**config.mk**
```make
export PLATFORM = sky130hd
export DESIGN_NAME = rsp_serializer
export DESIGN_NICKNAME = d
export VERILOG_FILES = /design/src/rtl/rsp_ser_pkg.sv /design/src/rtl/rsp_fmt_adapt.sv /design/src/rtl/rsp_crc_unit.sv /design/src/rtl/rsp_bit_seq.sv /design/src/rtl/rsp_serializer.sv
export SDC_FILE = /design/constraint.sdc
export NUM_CORES = 1
export LEC_CHECK = 0
export ABC_AREA = 1
export BUFFER_PORTS_ARGS = -buffer_cell sky130_fd_sc_hd__buf_2
export CORE_MARGIN = 1.5
export CORE_UTILIZATION = 41
export DETAILED_ROUTE_END_ITERATION = 12
export GPL_ROUTABILITY_DRIVEN = 0
export PLACE_DENSITY = 0.65
export SLEW_MARGIN = 10
export SYNTH_ARGS = -nofsm -noshare
export SYNTH_HDL_FRONTEND = slang
export SYNTH_SLANG_ARGS = --single-unit
```
**constraint.sdc**
```tcl
create_clock -name clk -period 1.3 [get_ports clk]
set_input_delay 0 -clock clk [delete_from_list [all_inputs] [get_ports clk]]
set_output_delay 0 -clock clk [all_outputs]
set_load 0.01 [all_outputs]
```
**src/rtl/rsp_ser_pkg.sv**
```systemverilog
package rsp_ser_pkg;

  typedef enum logic [2:0] {
    FMT_STD_LONG    = 3'd0,
    FMT_STD_SHORT   = 3'd1,
    FMT_ENH_SHORT8  = 3'd2,
    FMT_ENH_SHORT10 = 3'd3,
    FMT_ENH_LONG    = 3'd4
  } rsp_fmt_e;

  typedef enum logic [1:0] {
    NAT_W8  = 2'd0,
    NAT_W10 = 2'd1,
    NAT_W16 = 2'd2
  } nat_width_e;

  localparam int unsigned CRC_W = 4;

  // One serial CRC step: shift left, fold in the polynomial when the
  // outgoing top bit differs from the incoming data bit.
  function automatic logic [CRC_W-1:0] crc_step(input logic [CRC_W-1:0] c,
                                                input logic [CRC_W-1:0] poly,
                                                input logic d);
    return {c[CRC_W-2:0], 1'b0} ^ ({CRC_W{c[CRC_W-1] ^ d}} & poly);
  endfunction

endpackage

```
**src/rtl/rsp_fmt_adapt.sv**
```systemverilog
module rsp_fmt_adapt
  import rsp_ser_pkg::*;
#(
  parameter int unsigned DATA_W   = 16,
  parameter int unsigned SHORT_W  = 8,
  parameter int unsigned EXT_W    = 10,
  parameter int unsigned CW       = 4,
  parameter logic [CW-1:0] STD_POLY = 4'b0001,
  parameter logic [CW-1:0] STD_SEED = 4'b1010,
  localparam int unsigned CNT_W   = $clog2(DATA_W + 1)
) (
  input  logic [DATA_W-1:0] word,
  input  logic [1:0]        width,
  input  logic [2:0]        fmt,
  input  logic [CW-1:0]     poly,
  input  logic [CW-1:0]     seed,
  output logic [DATA_W-1:0] frame,
  output logic [CNT_W-1:0]  nbits,
  output logic [CW-1:0]     poly_sel,
  output logic [CW-1:0]     seed_sel
);

  logic [CNT_W-1:0]  nat;
  logic [CNT_W-1:0]  keep;
  logic [CNT_W-1:0]  thresh;
  logic [CNT_W-1:0]  sh;
  logic [DATA_W-1:0] aligned;
  logic [DATA_W-1:0] keep_mask;
  logic              enh;

  always_comb begin
    case (width)
      NAT_W8:  nat = CNT_W'(SHORT_W);
      NAT_W10: nat = CNT_W'(EXT_W);
      default: nat = CNT_W'(DATA_W);
    endcase
    case (fmt)
      FMT_STD_SHORT,
      FMT_ENH_SHORT8:  keep = CNT_W'(SHORT_W);
      FMT_ENH_SHORT10: keep = CNT_W'(EXT_W);
      default:         keep = CNT_W'(DATA_W);
    endcase
    enh     = (fmt == FMT_ENH_SHORT8) || (fmt == FMT_ENH_SHORT10) ||
              (fmt == FMT_ENH_LONG);
    sh      = CNT_W'(DATA_W) - nat;
    thresh  = CNT_W'(DATA_W) - keep;
    aligned = word << sh;
  end

  // Keep only the top 'keep' bits of the left-aligned value.
  for (genvar i = 0; i < DATA_W; i++) begin : g_mask
    assign keep_mask[i] = (CNT_W'(i) >= thresh);
  end

  assign frame    = aligned & keep_mask;
  assign nbits    = keep;
  assign poly_sel = enh ? poly : STD_POLY;
  assign seed_sel = enh ? seed : STD_SEED;

endmodule

```
**src/rtl/rsp_crc_unit.sv**
```systemverilog
module rsp_crc_unit
  import rsp_ser_pkg::*;
#(
  parameter int unsigned CW = 4
) (
  input  logic          clk,
  input  logic          rst_n,
  input  logic          load,
  input  logic [CW-1:0] seed_in,
  input  logic [CW-1:0] poly_in,
  input  logic          step_data,
  input  logic          data_bit,
  input  logic          step_out,
  output logic          crc_msb
);

  logic [CW-1:0] crc_q;
  logic [CW-1:0] poly_q;

  always_ff @(posedge clk or negedge rst_n) begin
    if (!rst_n) begin
      crc_q  <= '0;
      poly_q <= '0;
    end else if (load) begin
      crc_q  <= seed_in;
      poly_q <= poly_in;
    end else if (step_data) begin
      crc_q  <= crc_step(crc_q, poly_q, data_bit);
    end else if (step_out) begin
      crc_q  <= {crc_q[CW-2:0], 1'b0};
    end
  end

  assign crc_msb = crc_q[CW-1];


  crc_order_chk: assert property (@(posedge clk) disable iff (!rst_n)
    (step_out && !load) |=> (crc_q[CW-1] == $past(crc_q[CW-2])));

endmodule

```
**src/rtl/rsp_bit_seq.sv**
```systemverilog
module rsp_bit_seq #(
  parameter int unsigned DATA_W = 16,
  parameter int unsigned CW     = 4,
  localparam int unsigned CNT_W = $clog2(DATA_W + 1)
) (
  input  logic              clk,
  input  logic              rst_n,
  input  logic              load,
  input  logic [DATA_W-1:0] frame,
  input  logic [CNT_W-1:0]  nbits,
  input  logic              out_ready,
  output logic              out_valid,
  output logic              data_msb,
  output logic              crc_phase,
  output logic              step_data,
  output logic              step_out,
  output logic              done,
  output logic              truncated
);

  logic [DATA_W-1:0] sreg;
  logic [CNT_W-1:0]  cnt;
  logic              busy;
  logic              crc_ph;
  logic              done_q;
  logic              trunc_q;
  logic              xfer;
  logic              last;

  assign xfer      = busy && out_ready;
  assign last      = xfer && crc_ph && (cnt == CNT_W'(1));
  assign step_data = xfer && !crc_ph && !load;
  assign step_out  = xfer && crc_ph && !load;

  always_ff @(posedge clk or negedge rst_n) begin
    if (!rst_n) begin
      sreg    <= '0;
      cnt     <= '0;
      busy    <= 1'b0;
      crc_ph  <= 1'b0;
      done_q  <= 1'b0;
      trunc_q <= 1'b0;
    end else begin
      done_q  <= last;
      trunc_q <= load && busy && !last;
      if (load) begin
        sreg   <= frame;
        cnt    <= nbits;
        busy   <= 1'b1;
        crc_ph <= 1'b0;
      end else if (xfer) begin
        if (!crc_ph) begin
          sreg <= sreg << 1;
          if (cnt == CNT_W'(1)) begin
            crc_ph <= 1'b1;
            cnt    <= CNT_W'(CW);
          end else begin
            cnt <= cnt - CNT_W'(1);
          end
        end else if (cnt == CNT_W'(1)) begin
          busy   <= 1'b0;
          crc_ph <= 1'b0;
        end else begin
          cnt <= cnt - CNT_W'(1);
        end
      end
    end
  end

  assign out_valid = busy;
  assign data_msb  = sreg[DATA_W-1];
  assign crc_phase = crc_ph;
  assign done      = done_q;
  assign truncated = trunc_q;


  load_start_chk: assert property (@(posedge clk) disable iff (!rst_n)
    load |=> out_valid);

  hold_chk: assert property (@(posedge clk) disable iff (!rst_n)
    (out_valid && !out_ready && !load) |=> (out_valid && $stable(data_msb) && $stable(crc_phase)));

  done_pulse_chk: assert property (@(posedge clk) disable iff (!rst_n)
    done |=> !done);

  done_idle_chk: assert property (@(posedge clk) disable iff (!rst_n)
    (done && !$past(load)) |-> !out_valid);

  trunc_src_chk: assert property (@(posedge clk) disable iff (!rst_n)
    truncated |-> ($past(load) && !done));

endmodule

```
**src/rtl/rsp_serializer.sv**
```systemverilog
module rsp_serializer
  import rsp_ser_pkg::*;
#(
  parameter int unsigned DATA_W  = 16,
  parameter int unsigned SHORT_W = 8,
  parameter int unsigned EXT_W   = 10,
  localparam int unsigned CNT_W  = $clog2(DATA_W + 1)
) (
  input  logic              clk,
  input  logic              rst_n,
  input  logic              in_valid,
  output logic              in_ready,
  input  logic [DATA_W-1:0] in_word,
  input  logic [1:0]        in_width,
  input  logic [2:0]        in_fmt,
  input  logic [CRC_W-1:0]  crc_poly,
  input  logic [CRC_W-1:0]  crc_seed,
  output logic              out_valid,
  input  logic              out_ready,
  output logic              out_bit,
  output logic              done,
  output logic              truncated
);

  logic [DATA_W-1:0] frame;
  logic [CNT_W-1:0]  nbits;
  logic [CRC_W-1:0]  poly_sel;
  logic [CRC_W-1:0]  seed_sel;
  logic              data_msb;
  logic              crc_msb;
  logic              crc_phase;
  logic              step_data;
  logic              step_out;

  assign in_ready = 1'b1;

  rsp_fmt_adapt #(
    .DATA_W(DATA_W), .SHORT_W(SHORT_W), .EXT_W(EXT_W), .CW(CRC_W),
    .STD_POLY(4'b0001), .STD_SEED(4'b1010)
  ) u_adapt (
    .word(in_word), .width(in_width), .fmt(in_fmt),
    .poly(crc_poly), .seed(crc_seed),
    .frame(frame), .nbits(nbits), .poly_sel(poly_sel), .seed_sel(seed_sel)
  );

  rsp_bit_seq #(.DATA_W(DATA_W), .CW(CRC_W)) u_seq (
    .clk(clk), .rst_n(rst_n), .load(in_valid), .frame(frame), .nbits(nbits),
    .out_ready(out_ready), .out_valid(out_valid), .data_msb(data_msb),
    .crc_phase(crc_phase), .step_data(step_data), .step_out(step_out),
    .done(done), .truncated(truncated)
  );

  rsp_crc_unit #(.CW(CRC_W)) u_crc (
    .clk(clk), .rst_n(rst_n), .load(in_valid), .seed_in(seed_sel),
    .poly_in(poly_sel), .step_data(step_data), .data_bit(data_msb),
    .step_out(step_out), .crc_msb(crc_msb)
  );

  assign out_bit = crc_phase ? crc_msb : data_msb;

endmodule

```
==> flow_metrics.tcl, run 1 <==
set metrics [dict create \
    cap_violations 0 \
    initial_core_util_pct 42.32 \
    finalCritPeriodShare_pct 95.43 \
    insertion_delay_ns 0.29 \
    ys_seq_area_share_pct 41.59 \
    finalHoldViolCount 0 \
    hold_ws_ns 0.004403 \
    hp-class "in2reg" \
    critPathBufInv 2 \
    drive_gt1_share_pct 25.97 \
    vdd_drop_max_v 0.0004751 \
    wl_um 4620 \
    cp-end-kind "flop" \
    path_class "reg2reg" \
    core_area_um2 4692 \
    grt_max_degree 31 \
    grt_pass1_wl_um 7500 \
    status "complete, no violations" \
    clkSinkCount 33 \
    rsz0062_at_grt "yes" \
    placed_area_um2 2230 \
    mostFrequentLayoutCell "nand2_1" \
    pwr-share-comb_pct 29.7 \
    die_w_um 72.59 \
    final_cell_mix "53 x nand2_1, 36 x buf_2, 32 x dfrtp_1, 25 x nor2_1, 24 x inv_1" \
    critical-path-max-stage-delay_ns 0.43 \
    dieHeight_um 72.59 \
    fp-row-count 25 \
    nets 342 \
    synth-main-ff-cell "dfrtp_1" \
    grt-ovfl-total 0 \
    drv_slew 0 \
    syn_area_per_cell_um2 7.787 \
    synth.net_count 290 \
    net-switching-power_uw 1000 \
    power_density_nw_per_um2 1181 \
    intPower_uw 1921 \
    cts_buffer_depth 2 \
    syn2layout_area_growth_pct 24.51 \
    synth_warnings 0 \
    insertedDiodeCount 0 \
    hpwl_um 3433 \
    critPathTopFamily "flip-flops" \
    cp_max_fo 5 \
    dpl.cell_count 344 \
    clk_pin_slew_ns 0.07 \
    die_area_um2 5269 \
    synth_edf_count 0 \
    design_area_um2 2472 \
    crit_slowest_cell "dfrtp_1" \
    fin_cells 362 \
    wl_per_cell_um 12.76 \
    netlist_area_um2 1986 \
    ant_nets 0 \
    netlist_instances 255 \
    synth.distinct_cells 38 \
    crit_chain "inv_2, nand3_4, buf_4, o21ai_0, a21oi_1" \
    cp.arrival_ns 1.41 \
    p_clk_share_pct 25.8 \
    ys_seq_elements 33 \
    root_buffer "clkbuf_8" \
    async_flop_share_pct 100.0 \
    cts_buffers 5 \
    drc 0 \
    grtUsageTotal_pct 18.43 \
    cp-start-kind "flop" \
    cts_tree "done" \
    setup_viol 0 \
    grt_pass1_vias 1595 \
    drt_iter0_markers 122 \
    fmax_mhz 806.1 \
    first_pass_iters 5 \
    min_period_ns 1.241 \
    leakagePower_uw 0.001230 \
    skew_ns 0.004934 \
    pwr-share-seq_pct 44.5 \
    portBuffers 36 \
    sw_frac_of_total_pct 34.24 \
    ios 38 \
    crit_required_ns 1.47 \
    fin_util_pct 52.69 \
    vias 1853 \
    vias_per_cell 5.119 \
    grt_antenna_before_repair 0 \
    htree_levels 2 \
]
[metal layers]
layer	track usage [%]	vias to the layer above	part of all wire [%]
li1	-	956	-
met1	26.47	841	49
met2	27.12	49	45
met3	4.834	7	4.7
met4	5.870	0	1.1
met5	0	-	0
[power by group through the flow]
| stage | registers [µW] | clock network [µW] | logic (µW) |
|---|---|---|---|
| 6_report | 1300 | 753 | 867 |
| 5_1_grt | 1320 | 835 | 966 |
| 4_1_cts | 1280 | 775 | 804 |
| 3_5_place_dp | 1300 | 0 | 777 |
| 3_3_place_gp | 1300 | 0 | 769 |
| 2_1_floorplan | 1280 | 0 | 579 |
[cells by family after synthesis]
logic type,synth area share [%]
AND/OR/NAND/NOR,28.48
AO/OA/AOI/OAI,17.64
buffers and inverters,9.514
flip-flops,41.59
XOR/XNOR,1.323
adder cells (fa/ha/maj),1.260
other,0.1889
[cell usage after synthesis, types with 6 or more instances]
cell type  number  area [µm²]
nand2_1        53       198.9
dfrtp_1        33       825.8
inv_1          25       93.84
nor2_1         25       93.84
o21ai_0        24       120.1
a21oi_1        17       85.08
nand3_1        16       80.08
nand4_1         6       37.54
[tightest hold or removal path, cell delays in order]
cell and delay [ns]:
buf_2 0.11, nand3_1 0.08, a21oi_1 0.07
[registers in the layout (all words and copies together) (netlist names)]
register / count
u_seq.cnt: 5
u_crc.crc_q: 4
u_seq.truncated: 1
u_crc.poly_q: 4
u_seq.out_valid: 1
u_seq.done: 1
u_seq.crc_phase: 1
u_seq.sreg: 16
[worst paths after layout]
kind                                                   from                          end  slack [ns]  cells past startpoint
worst max-delay path            u_seq.crc_phase$_DFFE_PN0P_    u_seq.sreg[2]$_DFFE_PN0P_        0.06                      5
min in group asynchronous                             rst_n   u_seq.sreg[15]$_DFFE_PN0P_        0.18                      2
worst min register to register    u_seq.sreg[7]$_DFFE_PN0P_    u_seq.sreg[7]$_DFFE_PN0P_        0.48                      2
worst max register to register  u_seq.crc_phase$_DFFE_PN0P_    u_seq.sreg[2]$_DFFE_PN0P_        0.06                      5
max in group asynchronous                             rst_n  u_seq.out_valid$_DFFE_PN0P_        0.67                      3
worst min-delay path                             in_word[4]    u_seq.sreg[4]$_DFFE_PN0P_       0.004                      3
[metrics by stage]
step | setup WS (ns) | total power, µW | TNS, ns
after CTS | -0.001573 | 2861 | -0.001573
after global routing | -0.03046 | 3117 | -0.07800
after detailed placement | 0.006671 | 2078 | 0
final | 0.05944 | 2921 | 0
after floorplan | 0.1470 | 1857 | 0
after global placement | 0.04304 | 2069 | 0
[area by class of cell]
class,count,area (µm²)
repair buffers,53,344.1
flip-flops and latches,33,827.0
clock inverters,2,10.01
inverters,30,122.6
multi-input cells,184,1028
fillers,466,2220
clock buffers,6,72.57
well taps,54,67.56
[timing repair]
item                                   4_1_cts  5_1_grt
hold buffers                                 8        0
endpoints found under the hold margin       40        0
buffers inserted                             0        2
gates resized for setup                      1       15
setup endpoints to repair                    1       12
pin swaps                                    0        5
Power figures use the tool's default switching activity.
==> inputs of run 2 (changes only) <==
- HOLD_SLACK_MARGIN: default -> 0.1
- RECOVER_POWER: default -> 25
==> run 2 against run 1 <==
Compared with the run above:
- via count grew 3.5%
- die area is the same
- cell area grew 5.3%
- combinational power grew 3.2%
- worst setup slack gained 0.0015 ns
- sequential share of layout area shrank 1.7 points
- maximum frequency grew 0.12%
- critical path depth is the same
- register-to-register slack is essentially flat
- critical path type unchanged
- critical endpoint unchanged
- largest power group unchanged
==> flow_metrics.tcl, run 2 (synthesized netlist as in run 1, its figures left out) <==
set metrics [dict create \
    insertedDiodeCount 0 \
    hold_ws_ns 0.1022 \
    regToRegStartpoint "u_seq.crc_phase$_DFFE_PN0P_" \
    insertion_delay_ns 0.29 \
    portBuffers 36 \
    root_buffer "clkbuf_8" \
    hpwl_um 3433 \
    cp.arrival_ns 1.41 \
    fmax_mhz 807.1 \
    critPathBufInv 2 \
    grt_pass1_wl_um 7734 \
    drt_iter0_markers 106 \
    grt_pass1_vias 1702 \
    min_from "in_width[0]" \
    crit_chain "inv_2, nand3_4, buf_4, o21ai_0, a21oi_1" \
    largest_reg_flops 16 \
    skew_ns 0.005574 \
    mostFrequentLayoutCell "nand2_1" \
    cts_buffer_depth 2 \
    status "complete, no violations" \
    worstReg2RegEnd "u_seq.sreg[2]$_DFFE_PN0P_" \
    first_pass_iters 4 \
    cp_max_fo 5 \
    rsz0062_at_grt "yes" \
    clkSinkCount 33 \
    top_register "u_seq.sreg" \
    vdd_drop_max_v 0.0004753 \
    die_area_um2 5269 \
    crit_required_ns 1.47 \
    cts_buffers 5 \
    initial_core_util_pct 42.32 \
    wl_um 4679 \
    grtUsageTotal_pct 18.96 \
    final_cell_mix "52 x nand2_1, 35 x buf_2, 32 x dfrtp_1, 25 x nor2_1, 24 x inv_1" \
    core_area_um2 4692 \
    min_path_cells 3 \
    wl_per_cell_um 12.48 \
    ant_nets 0 \
    drc 0 \
    cts_tree "done" \
    grt_antenna_before_repair 0 \
    relSlewSlack_pct 31.51 \
    setup_viol 0 \
    syn2layout_area_growth_pct 31.13 \
    htree_levels 2 \
    cp-start-kind "flop" \
    fillers 446 \
    ff2ff_path_depth 5 \
    fp-row-count 25 \
    ios 38 \
    drv_slew 0 \
    drive_gt1_share_pct 24.92 \
    vias 1917 \
    grt_max_degree 31 \
    dieHeight_um 72.59 \
    path_class "reg2reg" \
    cp-end-kind "flop" \
    critical-path-max-stage-delay_ns 0.44 \
    critPathTopFamily "flip-flops" \
    finalCritPeriodShare_pct 95.31 \
    vias_per_cell 5.112 \
    power_density_nw_per_um2 1133 \
    top_regs "u_seq.sreg: 16 flops, u_seq.cnt: 5 flops" \
    die_w_um 72.59 \
    r2r_slack_ns 0.06 \
    finalHoldViolCount 0 \
    grt-ovfl-total 0 \
    nets 355 \
    power_uw 2950 \
    hp-class "in2reg" \
    holdPathEnd "u_seq.sreg[11]$_DFFE_PN0P_" \
    min_period_ns 1.239 \
    leakagePower_uw 0.001279 \
    cap_violations 0 \
    crit_slowest_cell "dfrtp_1" \
    clk_pin_slew_ns 0.07 \
    worst_pin_slew_ns 1.027 \
]
run 2: changes by cell type in the layout (fill, tap and decap cells not counted), sizes merged:
cell	before	now
buf	45	44
clkbuf	6	7
dlygate4sd3	8	21
run 2: layout make-up:
class,count,area [µm²],area share (%)
Timing Repair Buffer,66,473.0,18.16
Sequential cell,33,827.0,31.76
Clock inverter,2,10.01,0.3844
Multi-Input combinational cell,184,1031,39.60
Inverter,30,122.6,4.709
Tap cell,54,67.56,2.595
Clock buffer,6,72.57,2.787
run 2: through the flow:
step                cell area [µm²]  cells  worst slack, ns  util, %  setup TNS (ns)
floorplan                      1986    255           0.1470        -               0
global placement               2230    344          0.04304    47.52               0
detailed placement             2230    344         0.006671    47.52               0
CTS                            2529    373        -0.001573    53.89       -0.001573
global route                   2604    375         -0.03046    55.49        -0.07800
finish                         2604    375          0.06098    55.49               0
run 2: worst register-to-register path, stage by stage, from the launching register on:
cell and delay (ns):
dfrtp_1 0.44, inv_2 0.12, nand3_4 0.14, buf_4 0.19, o21ai_0 0.15, a21oi_1 0.09
run 2: worst max-delay path by stage:
| stage | from | to | slack (ns) | cells after the start |
|---|---|---|---|---|
| floorplan | u_seq.cnt[1]$_DFFE_PN0P_ | u_seq.crc_phase$_DFFE_PN0P_ | 0.15 | 7 |
| global placement | u_seq.cnt[1]$_DFFE_PN0P_ | u_seq.crc_phase$_DFFE_PN0P_ | 0.04 | 7 |
| detailed placement | u_seq.cnt[1]$_DFFE_PN0P_ | u_seq.crc_phase$_DFFE_PN0P_ | 0.007 | 7 |
| CTS | u_seq.cnt[1]$_DFFE_PN0P_ | u_seq.cnt[4]$_DFFE_PN0P_ | -0.002 | 7 |
| global route | u_seq.cnt[1]$_DFFE_PN0P_ | u_seq.cnt[4]$_DFFE_PN0P_ | -0.03 | 7 |
| finish | u_seq.crc_phase$_DFFE_PN0P_ | u_seq.sreg[2]$_DFFE_PN0P_ | 0.06 | 5 |
run 2: what timing repair did:
action	in CTS	in global routing
pin swaps	0	5
setup endpoints to repair	1	12
hold endpoints to repair	54	0
hold buffers	21	0
setup buffers	0	2
gates resized for setup	1	16
run 2: power by group:
group | internal (µW) | switching (µW)
logic | 396 | 499
registers | 1180 | 122
clock network | 371 | 384
total | 1950 | 1000
run 2: layer usage:
metal,vias to the layer above,track usage [%],share of wire [%]
li1,981,-,-
met1,876,26.47,48
met2,51,28.24,46
met3,9,4.972,4.4
met4,0,7.128,1.6
met5,-,0,0
==> inputs of run 3 (changes only) <==
- CORE_UTILIZATION: 41 -> 43
- PLACE_DENSITY: 0.65 -> 0.68
==> run 3 against run 2 <==
Compared with the run above:
- register-to-register slack about the same
- critical path type unchanged
- combinational power is 2.7% higher
- hold slack better by 0.0045 ns
- highest routed layer unchanged
- non-clock buffer count unchanged
- clock power rose by 4.1%
- final cell count down 0.80%
- largest power group unchanged
==> flow_metrics.tcl, run 3 (synthesized netlist as in run 1, its figures left out) <==
set metrics [dict create \
    dieHeight_um 70.96 \
    power_density_nw_per_um2 1167 \
    leakagePower_uw 0.001277 \
    crit_slowest_cell "dfrtp_1" \
    ff2ff_path_depth 8 \
    grt-ovfl-total 0 \
    wl_per_cell_um 13.42 \
    min_period_ns 1.245 \
    worstReg2RegEnd "u_seq.cnt[4]$_DFFE_PN0P_" \
    clk_pin_slew_ns 0.06 \
    path_class "reg2reg" \
    grt_antenna_before_repair 0 \
    largest_reg_flops 16 \
    crit_required_ns 1.47 \
    crit_chain "inv_1, ha_2, nand2_1, xor2_1, nand2_1, nand2_1, nand2_1, nand2_1" \
    insertion_delay_ns 0.28 \
    relSlewSlack_pct 29.82 \
    initial_core_util_pct 45.29 \
    critical-path-max-stage-delay_ns 0.42 \
    vias 1939 \
    top_layer "met4" \
    insertedDiodeCount 0 \
    vias_per_cell 5.212 \
    grt_max_degree 31 \
    placed_area_um2 2235 \
    fmax_mhz 803.0 \
    path_common_cell "nand2_1" \
    r2r_slack_ns 0.05 \
    hpwl_um 3315 \
    crit_start "u_seq.cnt[0]$_DFFE_PN0P_" \
    dr_wl_met3_um 218 \
    ant_nets 0 \
    rsz0062_at_grt "yes" \
    drc 0 \
    drv_slew 0 \
    first_pass_iters 4 \
    nets 355 \
    critPathBufInv 1 \
    cp-end-kind "flop" \
    finalCritPeriodShare_pct 95.80 \
    setup_viol 0 \
    portBuffers 36 \
    wl_met2_um 2391 \
    drt_iter0_markers 144 \
    top_register "u_seq.sreg" \
    wl_um 4993 \
    drive_gt1_share_pct 25.62 \
    cts_buffers 5 \
    root_buffer "clkbuf_8" \
    grt_pass1_wl_um 8038 \
    core_area_um2 4384 \
    finalHoldViolCount 0 \
    cp-start-kind "flop" \
    critPathTopFamily "flip-flops" \
    cts_buffer_depth 2 \
    clkSinkCount 33 \
    final_cell_mix "52 x nand2_1, 35 x buf_2, 32 x dfrtp_1" \
    fin_util_pct 58.96 \
    grt_pass1_vias 1803 \
    grtUsageTotal_pct 20.20 \
    min_from "in_word[12]" \
    die_w_um 70.96 \
    ios 38 \
    design_area_um2 2585 \
    mostFrequentLayoutCell "nand2_1" \
    syn2layout_area_growth_pct 30.18 \
    worst_pin_slew_ns 1.053 \
    wl_met1_um 2325 \
    status "complete, no violations" \
    cts_tree "done" \
    htree_levels 2 \
    cap_violations 0 \
    skew_ns 0.002676 \
    cp_max_fo 2 \
    cp.depth 8 \
    top_regs "u_seq.sreg: 16 flops, u_seq.cnt: 5 flops" \
    die_area_um2 5035 \
    hp-class "in2reg" \
    worstSetupEndpoint "u_seq.cnt[4]$_DFFE_PN0P_" \
    vdd_drop_max_v 0.0004858 \
    regToRegStartpoint "u_seq.cnt[0]$_DFFE_PN0P_" \
    cp.arrival_ns 1.42 \
    fp-row-count 24 \
]
[run 3: per-layer routing]
layer	up-vias	track usage, %
li1	972	-
met1	900	27.28
met2	59	33.13
met3	8	3.276
met4	0	6.918
met5	-	0
[run 3: per-stage QoR]
step | setup WS [ns] | setup TNS [ns] | cells | total power (µW) | hold WS (ns)
after detailed placement | 0.02603 | 0 | 343 | 2088 | -0.03360
after CTS | 0.01338 | 0 | 370 | 2934 | 0.1104
final | 0.05463 | 0 | 372 | 3016 | 0.1067
after global placement | 0.06812 | 0 | 343 | 2073 | -0.03498
after global routing | -0.05241 | -0.07516 | 372 | 3216 | 0.1159
after floorplan | 0.1470 | 0 | 255 | 1857 | -0.2956
[run 3: tightest hold or removal path, stage by stage]
cell and delay, ns:
buf_2 0.08, o2111ai_1 0.13, a21oi_1 0.14
[run 3: worst min path at each step]
| stage | cells after the start | endpoint | slack (ns) |
|---|---|---|---|
| global placement | 1 | u_seq.cnt[0]$_DFFE_PN0P_ | -0.03 |
| global route | 3 | u_seq.sreg[11]$_DFFE_PN0P_ | 0.12 |
| detailed placement | 1 | u_seq.cnt[0]$_DFFE_PN0P_ | -0.03 |
| CTS | 3 | u_seq.sreg[12]$_DFFE_PN0P_ | 0.11 |
| floorplan | 0 | u_crc.crc_q[0]$_DFFE_PN0P_ | -0.30 |
| finish | 3 | u_seq.sreg[12]$_DFFE_PN0P_ | 0.11 |
[run 3: final cells by class]
| type | instances | area [µm²] |
|---|---|---|
| repair buffers | 66 | 469.2 |
| fillers | 381 | 1799 |
| inverters | 30 | 120.1 |
| well taps | 52 | 65.06 |
| clock buffers | 7 | 86.33 |
| flip-flops and latches | 33 | 827.0 |
| multi-input cells | 184 | 1017 |
[run 3: what timing repair did]
action / in CTS / in global routing
endpoints found under the hold margin: 53 / 0
setup buffers: 0 / 2
hold buffers: 20 / 0
endpoints found under the setup margin: 0 / 11
resized for setup: 0 / 13
[run 3: where the power goes]
group / internal [µW] / total, µW / switching (µW)
logic: 400 / 919 / 520
clock network: 420 / 785 / 365
registers: 1180 / 1310 / 133
total: 2000 / 3020 / 1020
